[config.mk]
export PLATFORM = sky130hd
export DESIGN_NAME = tmr_cmp_chan
export DESIGN_NICKNAME = d
export VERILOG_FILES = /design/src/rtl/tmr_cmp_pkg.sv /design/src/rtl/tmr_cmp_regs.sv /design/src/rtl/tmr_cmp_detect.sv /design/src/rtl/tmr_cmp_flag.sv /design/src/rtl/tmr_cmp_chan.sv
export SDC_FILE = /design/constraint.sdc
export NUM_CORES = 1
export LEC_CHECK = 0
export BUFFER_PORTS_ARGS = -buffer_cell sky130_fd_sc_hd__buf_2
export CAP_MARGIN = 10
export CORE_MARGIN = 2
export CORE_UTILIZATION = 50
export DETAILED_ROUTE_END_ITERATION = 7
export HOLD_SLACK_MARGIN = 0.02
export PLACE_DENSITY = 0.8
export SETUP_SLACK_MARGIN = 0.4
export SLEW_MARGIN = 20
export SYNTH_ARGS = -nofsm -noshare
export SYNTH_HDL_FRONTEND = slang
export SYNTH_SLANG_ARGS = --single-unit
[constraint.sdc]
create_clock -name clk -period 2 [get_ports clk]
set_clock_uncertainty 0.05 [all_clocks]
set_input_delay 0.3 -clock clk [delete_from_list [all_inputs] [get_ports clk]]
set_output_delay 0.3 -clock clk [all_outputs]
set_load 0.02 [all_outputs]
[src/rtl/tmr_cmp_pkg.sv]
package tmr_cmp_pkg;

    localparam int unsigned CMP_W = 16;

    typedef enum logic {
        UPD_BOTTOM = 1'b0,
        UPD_TOP    = 1'b1
    } upd_pt_e;

    typedef struct packed {
        logic    pwm;
        upd_pt_e upd;
    } cmp_mode_t;

    typedef struct packed {
        logic tick;
        logic top;
        logic bot;
    } tmr_evt_t;

    // Buffer-to-active transfer fires only on a tick, in PWM mode, at the chosen extreme.
    function automatic logic load_point(input cmp_mode_t m, input tmr_evt_t e);
        logic at_pt;
        at_pt = (m.upd == UPD_TOP) ? e.top : e.bot;
        return e.tick && m.pwm && at_pt;
    endfunction

endpackage

[src/rtl/tmr_cmp_regs.sv]
module tmr_cmp_regs
    import tmr_cmp_pkg::*;
#(
    parameter int unsigned W = CMP_W
) (
    input  logic         clk,
    input  logic         rst,
    input  cmp_mode_t    mode,
    input  tmr_evt_t     evt,
    input  logic         wr,
    input  logic [W-1:0] wdata,
    output logic [W-1:0] active,
    output logic [W-1:0] rdata
);

    logic [W-1:0] buf_q;
    logic [W-1:0] act_q;
    logic         load_ev;

    assign load_ev = load_point(mode, evt);

    always_ff @(posedge clk) begin
        if (rst) begin
            buf_q <= '0;
            act_q <= '0;
        end else begin
            if (wr && mode.pwm) begin
                buf_q <= wdata;
            end
            if (wr && !mode.pwm) begin
                act_q <= wdata;
            end else if (load_ev) begin
                act_q <= buf_q;
            end
        end
    end

    assign active = act_q;
    assign rdata  = mode.pwm ? buf_q : act_q;

    // in PWM mode nothing moves the active value without a tick
    a_r5_pwm_hold: assert property (@(posedge clk) disable iff (rst)
        (mode.pwm && !evt.tick) |=> $stable(act_q));

    // a direct write is visible on the next cycle
    a_r7_direct_write: assert property (@(posedge clk) disable iff (rst)
        (wr && !mode.pwm) |=> (act_q == $past(wdata)));

endmodule

[src/rtl/tmr_cmp_detect.sv]
module tmr_cmp_detect
    import tmr_cmp_pkg::*;
#(
    parameter int unsigned W = CMP_W
) (
    input  logic         clk,
    input  logic         rst,
    input  logic         tick,
    input  logic [W-1:0] cnt_val,
    input  logic [W-1:0] active,
    input  logic         cnt_wr,
    output logic         match,
    output logic         set_req
);

    logic blank_q;
    logic pend_q;

    assign match   = tick && !blank_q && (cnt_val == active);
    assign set_req = tick && pend_q;

    always_ff @(posedge clk) begin
        if (rst) begin
            blank_q <= 1'b0;
            pend_q  <= 1'b0;
        end else begin
            if (cnt_wr) begin
                blank_q <= 1'b1;
            end else if (tick) begin
                blank_q <= 1'b0;
            end
            if (tick) begin
                pend_q <= match;
            end
        end
    end

    // the cycle after a counter write never reports a match
    a_r8_blank_next: assert property (@(posedge clk) disable iff (rst)
        cnt_wr |=> !match);

endmodule

[src/rtl/tmr_cmp_flag.sv]
module tmr_cmp_flag (
    input  logic clk,
    input  logic rst,
    input  logic set_req,
    input  logic sw_clr,
    input  logic ack,
    input  logic int_en,
    output logic flag,
    output logic irq
);

    logic flag_q;

    always_ff @(posedge clk) begin
        if (rst) begin
            flag_q <= 1'b0;
        end else if (set_req) begin
            flag_q <= 1'b1;
        end else if (sw_clr || ack) begin
            flag_q <= 1'b0;
        end
    end

    assign flag = flag_q;
    assign irq  = flag_q && int_en;

    // the set wins over a clear on the same edge
    a_r4_set_wins: assert property (@(posedge clk) disable iff (rst)
        set_req |=> flag_q);

    // a clear without a set empties the flag
    a_r4_clear: assert property (@(posedge clk) disable iff (rst)
        (!set_req && (sw_clr || ack)) |=> !flag_q);

endmodule

[src/rtl/tmr_cmp_chan.sv]
module tmr_cmp_chan
    import tmr_cmp_pkg::*;
#(
    parameter int unsigned W = CMP_W
) (
    input  logic         clk,
    input  logic         rst,
    input  logic         tick,
    input  logic [W-1:0] cnt_val,
    input  logic         at_top,
    input  logic         at_bottom,
    input  logic         pwm_mode,
    input  logic         load_at_top,
    input  logic         cnt_wr,
    input  logic         flag_clr,
    input  logic         int_ack,
    input  logic         int_en,
    input  logic         cmp_wr,
    input  logic [W-1:0] cmp_wdata,
    output logic [W-1:0] cmp_rdata,
    output logic         match,
    output logic         flag,
    output logic         irq
);

    cmp_mode_t    mode;
    tmr_evt_t     evt;
    logic [W-1:0] active;
    logic         set_req;

    assign mode.pwm = pwm_mode;
    assign mode.upd = load_at_top ? UPD_TOP : UPD_BOTTOM;
    assign evt.tick = tick;
    assign evt.top  = at_top;
    assign evt.bot  = at_bottom;

    tmr_cmp_regs #(.W(W)) u_regs (
        .clk    (clk),
        .rst    (rst),
        .mode   (mode),
        .evt    (evt),
        .wr     (cmp_wr),
        .wdata  (cmp_wdata),
        .active (active),
        .rdata  (cmp_rdata)
    );

    tmr_cmp_detect #(.W(W)) u_detect (
        .clk     (clk),
        .rst     (rst),
        .tick    (tick),
        .cnt_val (cnt_val),
        .active  (active),
        .cnt_wr  (cnt_wr),
        .match   (match),
        .set_req (set_req)
    );

    tmr_cmp_flag u_flag (
        .clk     (clk),
        .rst     (rst),
        .set_req (set_req),
        .sw_clr  (flag_clr),
        .ack     (int_ack),
        .int_en  (int_en),
        .flag    (flag),
        .irq     (irq)
    );

    // the flag only rises at the edge of a tick cycle
    a_r2_flag_on_tick: assert property (@(posedge clk) disable iff (rst)
        $rose(flag) |-> $past(tick));

    // a match never sets the flag on its own edge unless an older match was pending
    a_r2_no_same_edge: assert property (@(posedge clk) disable iff (rst)
        (match && !set_req && (flag_clr || int_ack)) |=> !flag);

    // one reset edge leaves the flag and request low
    a_r9_reset_clears: assert property (@(posedge clk)
        $past(rst) |-> (!flag && !irq));

endmodule

==> summary by stage <==
Logic synthesis
The mapped netlist covers between 1500 and 2000 um^2. The post-synthesis simple-gate area fraction is roughly 16%. Synthesis inferred 35 register bits. The top cell type's share of synthesized area is approximately 36%. The number of synthesized flops with an enable pin is 0.

The arithmetic-cell share of the synthesized area counting full adders, half adders and majority gates is 0%. The number of distinct standard cells referenced by the synthesized netlist is 29. The cell count after synthesis came out at between 200 and 250.

In the synthesized netlist, mux cells make up approximately 18% of the area. Summing the sequential cell areas from Yosys gives between 30% and 40% of the chip area. The post-synthesis area per instance is around 9.4 um^2. The synthesized netlist devotes ~17% of its cell area to compound gates.

The most frequently used flop master after synthesis is dfxtp_1. By area the synthesized netlist is led by dfxtp_1, a211oi_2, mux2_2. Yosys printed 0 warnings. The library cell with the largest summed area after synthesis is dfxtp_1. The fraction of synthesis flops using an asynchronous set or reset pin is 0%. Synthesis produced a netlist with a net count of ~250.

The parity-gate share of the synthesized area counting xor and xnor cells is roughly 7.6%. By area, the combinational part of the netlist is dominated by multiplexers.

Die
The number of placed I/O pins is 63. Once the floorplan was initialized, standard cells occupied a little over half of the core. The area enclosed by the die boundary is about 4400 um^2. The area of the placeable core is 3690 um^2. In this run the core area contains 22 standard-cell rows. The horizontal die dimension is around 66 um. The floorplan step set the die height to ~66 um.

Layout
The finished cells cover around 2400 um^2. In the final layout, the share of cells above drive strength 1 is ~45%. The number of antenna diodes in the final layout is 0. Counting the fill cells in the layout gives 350.

The net count of the finished layout is approximately 310. The final cell utilization of the core is roughly two thirds. Compared with the post-synthesis result, the final layout area differs by 23.7%.

Placement
The HPWL after detailed placement is about 3.3 mm. The area after detailed placement is roughly 2300 um^2. The routability congestion estimate from global placement is 0.740. The pre-CTS setup slack is approximately 0.13 ns. The number of buffers inserted by port buffering is slightly above 60.

Clock tree
The maximum buffer depth of the clock tree is 2. The H-tree was split into 2 levels. The clock network latency to the later pin of the worst-skew pair is slightly below 0.3 ns. Clock-pin slew was measured on the worst setup and hold paths at approximately 0.070 ns. The number of buffers created by CTS is 5. The clock tree from TritonCTS is yes.

The hold buffer count at cts is 0. The root buffer cell is clkbuf_8. The TritonCTS sink count is 35.

Worst setup path
On the worst path, the slowest cell contributes a delay of around 0.5 ns. The type of element launching the critical path is a flop. The worst setup path is captured at an output port. Data arrives at the worst endpoint at 1.67 ns. At the worst endpoint, the required time is ~1.7 ns.

Walking the worst path, the cells encountered are xnor2_2 -> nand4_1 -> or4_4 -> nor3_4 -> buf_6. The highest fanout seen on the critical path is 3. The number of buffers and inverters on the critical path is 1.

The kind of cell with the highest combined delay on the critical path is simple AND/OR/NAND/NOR gates. The start-to-end type of the worst setup path is reg2out. The cell with the largest stage delay on the worst path is or4_4.

Timing
The setup-violating endpoint count in the final report is 1. The number of slew-limit violations in the final report is 0. The final cycle utilization of the critical path is 101%.

The setup TNS is -0.0189 ns. The smallest clock period supported by the final layout is computed as between 2 and 2.5 ns. At the pin with the least slew margin, the transition time is between 0.6 and 0.7 ns. Setup repair after global routing could not meet its margin everywhere. Setup slack on the critical path of the routed design comes to -0.0189 ns.

The count of final hold-check violations is 0. The worst max-slew margin expressed relative to the limit is between 50% and 60%. Based on the critical path, the design can be clocked at up to 495 MHz.

Detailed routing
The number of design rule violations left after detail routing is 0. The number of DRC markers in iteration 0 is 59. The total wire length is about 4.4 mm. The first detailed-routing pass took 4 iterations. In the routed layout, each cell is associated on average with a via count of ~5.4.

Detailed routing inserted a total of ~1,700 vias. Once detail routing completed, the nets flagged for antenna violations numbered 0. After detailed routing, the average wire length per cell comes to ~14 um.

Power
In this run the power density over the cells is between 700 and 800 nW/um^2. The worst ir drop on vdd is approximately 420 uV. The analysis attributes to cell leakage a power of roughly 1.0 nW.

GRT
Entering global routing, the biggest net connects 33 pins. The number of global-route vias before repair came to about 1,600. The remaining global-route overflow is 0. The initial antenna violation count came to 0.

The wire length of the first global-routing pass is approximately 7.2 mm. In the global route stage, overall resource usage came out at approximately 22%.

Run status
The run finished, with violations left. The checks that failed: setup timing.

Run
Max-cap violations in this run came to 0.

Worst hold path
In this run the worst hold path is classified as in2reg.
cell type report:
class | count | area (um^2) | area share [%]
Multi-Input combinational cell | 155 | 1170 | 48.9
Tap cell | 48 | 60.1 | 2.51
Timing Repair Buffer | 66 | 353 | 14.7
Sequential cell | 35 | 706 | 29.5
Inverter | 1 | 3.75 | 0.157
Clock buffer | 8 | 100 | 4.18
cells by family (layout without fill, tap and decap cells):
kind of cell	after synthesis	after routing
mux	33	33
simple gates	70	70
flops	35	35
xor+xnor	16	16
compound gates	36	36
buf+inv	15	75
routing by layer:
layer  wire length (um)  GRT usage (%)
met5                  0              0
met1               1950           27.0
met2               2160           36.5
met3                279           6.13
met4                 59           6.89
Yosys cell counts, types with 2 or more instances:
cell,count
a21oi_1,17
mux2_2,17
a211oi_2,16
buf_6,4
and2_1,2
nor2_1,19
dfxtp_1,35
xnor2_1,3
nand2_1,35
nand3b_1,2
mux2i_1,16
buf_4,2
xor2_1,12
nor4_1,4
clkbuf_1,7
tightest hold or removal path, delay by kind of cell:
| kind | cells | cell delay, ns |
|---|---|---|
| AO/OA/AOI/OAI | 1 | 0.03 |
| AND/OR/NAND/NOR | 1 | 0.07 |
| buffers and inverters | 1 | 0.08 |
through the flow:
step                      power (W)  hold slack [ns]  std cells
after floorplan             0.00105            0.367        205
after global placement      0.00115            0.402        305
after detailed placement    0.00116            0.409        305
after CTS                   0.00173            0.161        313
after global routing        0.00179            0.190        313
final                       0.00171            0.169        313
state kept, by name, indices dropped and copies added, names as in the netlist:
name              count
u_regs.buf_q         16
u_regs.active        16
u_flag.flag           1
u_detect.blank_q      1
u_detect.pend_q       1
report_power, final:
group	internal (W)	total, W	switching, W
combinational	0.000164	0.000371	0.000207
clock	0.000314	0.000564	0.000250
sequential	0.000742	0.000777	0.0000357
placed cells by master (no fill, tap or decap), types with 2 or more instances in the layout:
master	synthesis	layout
a211oi_2	16	16
a21oi_1	17	17
and2_1	2	2
buf_2	1	60
buf_4	2	4
buf_6	4	2
clkbuf_8	0	7
dfxtp_1	35	31
dfxtp_2	0	4
mux2_2	17	17
mux2i_1	16	16
nand2_1	35	35
nand3b_1	2	2
nor2_1	19	19
nor4_1	4	4
xnor2_2	1	4
xor2_1	12	12
worst paths after layout:
kind	from	to	slack (ns)	cells past startpoint
worst max register to register	u_regs.active[7]	u_detect.pend_q	0.58	4
worst min-delay path	cnt_wr	u_detect.blank_q	0.17	3
worst min register to register	u_regs.buf_q[9]	u_regs.buf_q[9]	0.42	2
worst max-delay path	u_regs.active[8]	match	-0.02	5
what timing repair did:
action,in CTS,in global routing
setup buffers,0,0
pin swaps,0,0
setup endpoints to repair,11,1
endpoints found under the hold margin,0,0
resized for setup,4,0
Note: power is estimated with default switching activity, not from simulation.
